## src/rtl/sir_pkg.sv

```systemverilog
package sir_pkg;
    localparam int WORD_W  = 16;
    localparam int DIV_LSB = 10;
    localparam int DIV_W   = 6;
    localparam int WID_LSB = 5;
    localparam int WID_W   = 5;
    localparam int CFG_W   = 7;

    // mode word bit positions
    localparam int C_SIR  = 0;
    localparam int C_MIR  = 1;
    localparam int C_FIR  = 2;
    localparam int C_TX   = 3;
    localparam int C_RX   = 4;
    localparam int C_LOOP = 5;
    localparam int C_INV  = 6;

    // status bit positions
    localparam int S_EN    = 15;
    localparam int S_ERR   = 14;
    localparam int S_FIR   = 13;
    localparam int S_MIR   = 12;
    localparam int S_SIR   = 11;
    localparam int S_TXST  = 10;
    localparam int S_RXST  = 9;

    typedef enum logic [1:0] {
        ST_OFF,
        ST_MARK,
        ST_PULSE,
        ST_SPACE
    } tx_state_e;
endpackage

```

## src/rtl/sir_cfg_regs.sv

```systemverilog
module sir_cfg_regs
    import sir_pkg::*;
(
    input  logic                clk,
    input  logic                rst_n,
    input  logic                nphy_we,
    input  logic [WORD_W-1:0]   nphy_wdata,
    input  logic                cfg_we,
    input  logic [CFG_W-1:0]    cfg_wdata,
    input  logic                en_we,
    input  logic                en_wdata,
    output logic [WORD_W-1:0]   nphy_q,
    output logic [WORD_W-1:0]   phy_cur,
    output logic                tx_en,
    output logic                tx_inv,
    output logic [WORD_W-1:0]   status
);
    logic [CFG_W-1:0] cfg_q;
    logic [2:0]       mode_q;
    logic             en_q;
    logic             clash;
    logic [2:0]       mode_on;

    always_ff @(posedge clk or negedge rst_n) begin
        if (!rst_n) begin
            nphy_q  <= '0;
            phy_cur <= '0;
            cfg_q   <= '0;
            mode_q  <= '0;
            en_q    <= 1'b0;
        end else begin
            // apply uses values held before this cycle
            if (en_we) begin
                if (en_wdata && !en_q) begin
                    phy_cur <= nphy_q;
                    mode_q  <= cfg_q[C_FIR:C_SIR];
                end
                en_q <= en_wdata;
            end
            if (nphy_we) nphy_q <= nphy_wdata;
            if (cfg_we)  cfg_q  <= cfg_wdata;
        end
    end

    always_comb begin
        clash   = en_q && ($countones(mode_q) > 1);
        mode_on = (en_q && !clash) ? mode_q : 3'b000;
        status          = '0;
        status[S_EN]    = en_q;
        status[S_ERR]   = clash;
        status[S_FIR]   = mode_on[2];
        status[S_MIR]   = mode_on[1];
        status[S_SIR]   = mode_on[0];
        status[S_TXST]  = cfg_q[C_TX];
        status[S_RXST]  = cfg_q[C_RX] && (!cfg_q[C_TX] || cfg_q[C_LOOP]);
    end

    assign tx_en  = cfg_q[C_TX];
    assign tx_inv = cfg_q[C_INV];
endmodule

```

## src/rtl/sir_unit_timer.sv

```systemverilog
module sir_unit_timer
    import sir_pkg::*;
#(
    parameter int BIT_UNITS = 69,
    localparam int IDX_W = (BIT_UNITS > 2) ? $clog2(BIT_UNITS) : 1
) (
    input  logic             clk,
    input  logic             rst_n,
    input  logic             clr,
    input  logic             ref_tick,
    input  logic [DIV_W-1:0] div,
    output logic             unit_end,
    output logic [IDX_W-1:0] unit_idx
);
    logic [DIV_W-1:0] tick_cnt;

    assign unit_end = ref_tick && (tick_cnt == div);

    always_ff @(posedge clk or negedge rst_n) begin
        if (!rst_n) begin
            tick_cnt <= '0;
            unit_idx <= '0;
        end else if (clr) begin
            tick_cnt <= '0;
            unit_idx <= '0;
        end else if (ref_tick) begin
            if (tick_cnt == div) begin
                tick_cnt <= '0;
                unit_idx <= (unit_idx == IDX_W'(BIT_UNITS - 1)) ? '0 : unit_idx + 1'b1;
            end else begin
                tick_cnt <= tick_cnt + 1'b1;
            end
        end
    end
endmodule

```

## src/rtl/sir_pulse_fsm.sv

```systemverilog
module sir_pulse_fsm
    import sir_pkg::*;
#(
    parameter int BIT_UNITS = 69,
    localparam int IDX_W = (BIT_UNITS > 2) ? $clog2(BIT_UNITS) : 1
) (
    input  logic             clk,
    input  logic             rst_n,
    input  logic             run,
    input  logic             ser_in,
    input  logic             unit_end,
    input  logic [IDX_W-1:0] unit_idx,
    input  logic [WID_W-1:0] width,
    output logic             bit_strobe,
    output logic             pulse_on,
    output logic             clr
);
    tx_state_e state, nxt;
    logic      bit_end;
    logic      width_done;

    assign bit_end    = unit_end && (unit_idx == IDX_W'(BIT_UNITS - 1));
    assign width_done = unit_end && (32'(unit_idx) == 32'(width));

    always_ff @(posedge clk or negedge rst_n) begin
        if (!rst_n) state <= ST_OFF;
        else        state <= nxt;
    end

    always_comb begin
        nxt = state;
        unique case (state)
            ST_OFF:   nxt = ser_in ? ST_MARK : ST_PULSE;
            ST_MARK,
            ST_SPACE: if (bit_end) nxt = ser_in ? ST_MARK : ST_PULSE;
            ST_PULSE: begin
                if (bit_end)         nxt = ser_in ? ST_MARK : ST_PULSE;
                else if (width_done) nxt = ST_SPACE;
            end
        endcase
        if (!run) nxt = ST_OFF;
    end

    always_comb begin
        bit_strobe = run && ((state == ST_OFF) || bit_end);
        pulse_on   = (state == ST_PULSE);
        clr        = (state == ST_OFF);
    end
endmodule

```

## src/rtl/sir_pulse_tx.sv

```systemverilog
module sir_pulse_tx
    import sir_pkg::*;
#(
    parameter int BIT_UNITS = 69,
    localparam int IDX_W = (BIT_UNITS > 2) ? $clog2(BIT_UNITS) : 1
) (
    input  logic                clk,
    input  logic                rst_n,
    input  logic                ref_tick,
    input  logic                nphy_we,
    input  logic [WORD_W-1:0]   nphy_wdata,
    input  logic                cfg_we,
    input  logic [CFG_W-1:0]    cfg_wdata,
    input  logic                en_we,
    input  logic                en_wdata,
    input  logic                ser_in,
    output logic                bit_strobe,
    output logic                ir_out,
    output logic [WORD_W-1:0]   phy_cur,
    output logic [WORD_W-1:0]   status
);
    logic [WORD_W-1:0] nphy_q;
    logic              tx_en_q;
    logic              tx_inv_q;
    logic              run;
    logic              clr;
    logic              unit_end;
    logic [IDX_W-1:0]  unit_idx;
    logic              pulse_on;

    sir_cfg_regs u_regs (
        .clk        (clk),
        .rst_n      (rst_n),
        .nphy_we    (nphy_we),
        .nphy_wdata (nphy_wdata),
        .cfg_we     (cfg_we),
        .cfg_wdata  (cfg_wdata),
        .en_we      (en_we),
        .en_wdata   (en_wdata),
        .nphy_q     (nphy_q),
        .phy_cur    (phy_cur),
        .tx_en      (tx_en_q),
        .tx_inv     (tx_inv_q),
        .status     (status)
    );

    assign run = status[S_SIR] && tx_en_q;

    sir_unit_timer #(.BIT_UNITS(BIT_UNITS)) u_timer (
        .clk      (clk),
        .rst_n    (rst_n),
        .clr      (clr),
        .ref_tick (ref_tick),
        .div      (phy_cur[DIV_LSB +: DIV_W]),
        .unit_end (unit_end),
        .unit_idx (unit_idx)
    );

    sir_pulse_fsm #(.BIT_UNITS(BIT_UNITS)) u_fsm (
        .clk        (clk),
        .rst_n      (rst_n),
        .run        (run),
        .ser_in     (ser_in),
        .unit_end   (unit_end),
        .unit_idx   (unit_idx),
        .width      (phy_cur[WID_LSB +: WID_W]),
        .bit_strobe (bit_strobe),
        .pulse_on   (pulse_on),
        .clr        (clr)
    );

    assign ir_out = pulse_on ^ tx_inv_q;
endmodule

```

## config.mk

```make
export PLATFORM = sky130hd
export DESIGN_NAME = sir_pulse_tx
export DESIGN_NICKNAME = d
export VERILOG_FILES = /design/src/rtl/sir_pkg.sv /design/src/rtl/sir_cfg_regs.sv /design/src/rtl/sir_unit_timer.sv /design/src/rtl/sir_pulse_fsm.sv /design/src/rtl/sir_pulse_tx.sv
export SDC_FILE = /design/constraint.sdc
export NUM_CORES = 1
export LEC_CHECK = 0
export BUFFER_PORTS_ARGS = -buffer_cell sky130_fd_sc_hd__buf_2
export CORE_ASPECT_RATIO = 0.6
export CORE_MARGIN = 4
export CORE_UTILIZATION = 53
export CTS_CLUSTER_DIAMETER = 80
export CTS_CLUSTER_SIZE = 25
export DETAILED_ROUTE_END_ITERATION = 16
export PLACE_DENSITY_LB_ADDON = 0.12
export SYNTH_ARGS = -nofsm -noshare
export SYNTH_HDL_FRONTEND = slang
export SYNTH_SLANG_ARGS = --single-unit
```

## constraint.sdc

```tcl
create_clock -name clk -period 1.8 [get_ports clk]
set_input_delay 0.18 -clock clk [delete_from_list [all_inputs] [get_ports clk]]
set_output_delay 0.18 -clock clk [all_outputs]
set_load 0.05 [all_outputs]
```

==> summary by stage <==
CTS
The number of buffers created by CTS is 9. The later pin in the worst-skew pair is clocked with a latency of 0.33 ns. The number of levels in the clock H-tree is 3. No sink is reached through more buffers than the 2 on the longest clock path. The tree is rooted in a sky130_fd_sc_hd__clkbuf_8. The sink count of the clock tree is between 50 and 60.

Clock-pin slew was measured on the worst setup and hold paths at around 0.07 ns. The clock tree from TritonCTS is yes.

Critical path
The termination of the worst setup path is bit_strobe. Tracing the worst setup path back leads to its startpoint at u_regs.phy_cur[13]. The endpoint of the most critical register-to-register path is u_timer.unit_idx[2]. The number of buffers and inverters on the critical path is 1. Of all nets on the critical path, the largest fanout is 2. The kind of cell adding the most delay to the critical path is simple AND/OR/NAND/NOR gates. The number of cells traversed by the worst register-to-register path is 8. The worst setup path is launched from a register. In this run the number of cells on the critical path is 6. For this design, the slowest cell found on the critical path is sky130_fd_sc_hd__dfrtp_2.

At the worst endpoint, the required time is ~1.6 ns. Across all register-to-register paths, the minimum setup slack is around 0.01 ns. The critical setup path kind is reg2out. The worst path arrival time is 1.82 ns. The element type at the critical path end is an output pin. On the worst path, the slowest cell contributes a delay of 0.42 ns. The beginning of the worst register-to-register path is u_timer.unit_idx[1]. The signal on the critical path passes through xor2_2 > nor4_4 > and2_4 > nand2_4 > a21oi_4 > buf_6.

Synthesis
The synthesized netlist contains 44 unique library cells. For this run, the number of Yosys warnings is 0. For this run, the leading register cell type out of synthesis is sky130_fd_sc_hd__dfrtp_1. Counting flops and latches in the post-synthesis netlist gives 58. Counting flops with a built-in enable in the synthesized netlist gives 0.

In the synthesized netlist, the number of instances is about 230. The summed instance area of the synthesized netlist is about 0.0028 mm2. Counting flops with an async set or reset pin after synthesis yields a share of 1.00.

The average instance in the mapped netlist occupies roughly 12 um2. The sequential-to-total area share from yosys stat is 0.523.

Timing
The time the final worst path needs with I/O delays and setup is 2.00 ns. Across the routed clock network, the largest skew measured is between 0.006 and 0.007 ns. The count of endpoints failing hold in the final timing report came to 0. Setup violations remaining at the end of the flow were counted as 1. The post-layout worst setup margin is -0.195 ns. The share of the clock period used by the worst path is 1.11. Setup repair after global routing could not meet its margin everywhere.

The achievable clock frequency is 0.501 GHz. The number of pins exceeding their max-slew limit in the final report was 0.

Power
The analysis attributes to cell leakage a power of around 1.7 nW. The power after layout is 4.30 mW. The total power divided by cell area is about 1200 mW/mm2. The worst-case IR drop observed on VDD is between 0.6 and 0.7 mV.

Status
The final reports fail on setup timing. The flow ran to the end, but the final reports show violations.

Drt
In the routed design, unresolved DRC markers number 0. In the final routing, the length of wire on met1 measures 2920 um. The wire length per cell after detailed routing is about 16 um. For this block, the initial DRC count from the detailed router was a little under 100. The number of nets still failing antenna checks after routing is 0. The final layout contains routed wiring with a total length of roughly 6300 um.

The detailed-routed wire length on met2 is around 2800 um. The highest metal layer carrying signal wires in the routed design is met4. The total met3 wirelength after detailed routing is between 400 and 500 um.

The detail-routed via count per cell is around 5.4. The vias after detailed routing is 2046. The detailed-routing iteration count for the pre-antenna-repair pass is 4.

Finish
The fill cell total of the finished layout is 366. The layout-stage area growth over the synthesis result is 29.8%. The commonest non-fill, non-tap cell in the layout is sky130_fd_sc_hd__dfrtp_1. In the final layout, the multi-input gates occupy between 0.001 and 0.0015 mm2. The net count of the finished layout is between 300 and 400. Leaving out fill and tap cells, the most frequent cells in the layout are sky130_fd_sc_hd__dfrtp_1 (54), sky130_fd_sc_hd__buf_2 (50), sky130_fd_sc_hd__mux2_2 (43). The fraction of final layout cells with drive strength greater than 1 is 0.517.

Summing all flip-flop and latch instances after layout gives between 0.001 and 0.0015 mm2. 0 antenna diodes ended up in the layout.

Global routing
The first global-routing pass estimated about 10000 um of wire. After global routing the overflow that remains totals 0. The number of antenna violations at the first check in global routing was 0. The total global routing track utilization is 0.204.

The largest net degree at the start of global routing is 22. The via count of the first global-routing pass is between 2000 and 2500.

Floorplanning
The initial core utilization is 0.550. The die is around 100 um wide. The die boundary height is 64.1 um. The overall die area is 0.00650 mm2. The floorplan core area is 0.00505 mm2. For this design the top-level I/O count stands at 65. After floorplanning, the core was divided into 20 placement rows.

Placed design
The half-perimeter wire length of the detailed placement result is between 4000 and 5000 um. The worst-case setup slack after placement is -0.00608 ns. The routability-driven placement congestion ratio is between 0.8 and 0.9.

The number of buffers added on ports is 55.

Job
The tool flagged a number of max-cap violations equal to 0.

Worst hold path
The kind of path behind the tightest hold check is in2reg.
[power breakdown]
part | leakage [nW] | switching, mW | internal [mW]
sequential | 0.711 | 0.155 | 1.48
combinational | 0.856 | 0.835 | 0.472
clock | 0.117 | 0.502 | 0.855
[worst min-delay path by stage]
stage               cells past startpoint  slack [ns]     startpoint                  end
floorplan                               0       -0.12          rst_n       u_fsm.state[0]
global placement                        1        0.17          rst_n  u_timer.unit_idx[2]
detailed placement                      1        0.17          rst_n  u_timer.unit_idx[2]
CTS                                     3        0.05   cfg_wdata[5]      u_regs.cfg_q[5]
global route                            2        0.06  nphy_wdata[4]     u_regs.nphy_q[4]
finish                                  3        0.06   cfg_wdata[5]      u_regs.cfg_q[5]
[layout make-up]
type,instances,area share
sequential,58,0.404
clock buffer,12,0.0430
clock inverter,4,0.0205
tap,66,0.0229
timing repair buffer,82,0.143
inverter,5,0.00521
multi-input combinational,154,0.361
[cell usage after synthesis, types with 2 or more instances]
| library cell | count | area [um2] |
|---|---|---|
| sky130_fd_sc_hd__a32o_1 | 3 | 30.0 |
| sky130_fd_sc_hd__o21ai_0 | 5 | 25.0 |
| sky130_fd_sc_hd__nor3b_1 | 2 | 15.0 |
| sky130_fd_sc_hd__buf_4 | 12 | 90.1 |
| sky130_fd_sc_hd__clkbuf_1 | 4 | 15.0 |
| sky130_fd_sc_hd__and2_1 | 2 | 12.5 |
| sky130_fd_sc_hd__xor2_1 | 9 | 78.8 |
| sky130_fd_sc_hd__a211oi_1 | 2 | 15.0 |
| sky130_fd_sc_hd__mux2_2 | 43 | 484 |
| sky130_fd_sc_hd__nor3_1 | 8 | 40.0 |
| sky130_fd_sc_hd__nand2_1 | 13 | 48.8 |
| sky130_fd_sc_hd__dfrtp_1 | 58 | 1450 |
| sky130_fd_sc_hd__nand3_1 | 6 | 30.0 |
| sky130_fd_sc_hd__inv_1 | 4 | 15.0 |
| sky130_fd_sc_hd__a21oi_1 | 8 | 40.0 |
| sky130_fd_sc_hd__xnor2_1 | 5 | 43.8 |
| sky130_fd_sc_hd__ha_1 | 4 | 50.1 |
| sky130_fd_sc_hd__nand3b_1 | 2 | 15.0 |
| sky130_fd_sc_hd__or3_1 | 2 | 12.5 |
| sky130_fd_sc_hd__nor4_1 | 2 | 12.5 |
| sky130_fd_sc_hd__nor2_1 | 7 | 26.3 |
| sky130_fd_sc_hd__and3_1 | 4 | 25.0 |
| sky130_fd_sc_hd__buf_2 | 2 | 10.0 |
| sky130_fd_sc_hd__nand2b_1 | 2 | 12.5 |
[registers in the layout (all words and copies together) (netlist names)]
register,flops
u_fsm.state,2
u_regs.cfg_q,7
u_regs.en_q,1
u_regs.mode_q,3
u_regs.nphy_q,16
u_regs.phy_cur,16
u_timer.tick_cnt,6
u_timer.unit_idx,7
[per-layer routing]
layer | GRT usage | up-vias
li1 | - | 952
met1 | 0.291 | 999
met2 | 0.290 | 88
met3 | 0.0796 | 7
met4 | 0.0547 | 0
met5 | 0 | -
[cells by family (layout without fill, tap and decap cells)]
family                     count (synthesis)  in the layout  share of synthesized area
xor gates and xnor gates                  14             14                     0.0441
and+or+nand+nor                           57             57                      0.114
adders and majority gates                  4              4                     0.0180
AOI/OAI and AO/OA                         26             26                     0.0649
DFF                                       58             58                      0.523
muxes                                     44             44                      0.178
other                                      1              9                    0.00135
buffers and inverters                     25            103                     0.0568
[worst reg2reg max path, cell delays in order, from the launching register on]
cell,delay [ns]
sky130_fd_sc_hd__dfrtp_1,0.39
sky130_fd_sc_hd__inv_1,0.08
sky130_fd_sc_hd__ha_1,0.16
sky130_fd_sc_hd__nand4b_1,0.19
sky130_fd_sc_hd__nor3_4,0.26
sky130_fd_sc_hd__buf_4,0.19
sky130_fd_sc_hd__nor3_2,0.04
sky130_fd_sc_hd__buf_4,0.15
sky130_fd_sc_hd__a32o_1,0.21
[metrics by stage]
step	TNS [ns]	instance area (um2)	cells	utilization	hold WS, ns
after detailed placement	-0.00608	3200	357	0.633	0.166
after global placement	0	3200	357	0.633	0.171
after CTS	-0.209	3510	378	0.695	0.0519
final	-0.195	3600	381	0.713	0.0569
after floorplan	-0.137	2840	237	-	-0.116
after global routing	-0.528	3600	381	0.713	0.0554
[what timing repair did]
item,4_1_cts,5_1_grt
setup endpoints to repair,4,11
hold buffers,1,0
endpoints found under the hold margin,18,0
pin swaps,3,6
gates resized for setup,11,17
setup buffers,4,5
cloned,0,0
Power figures use the tool's default switching activity.
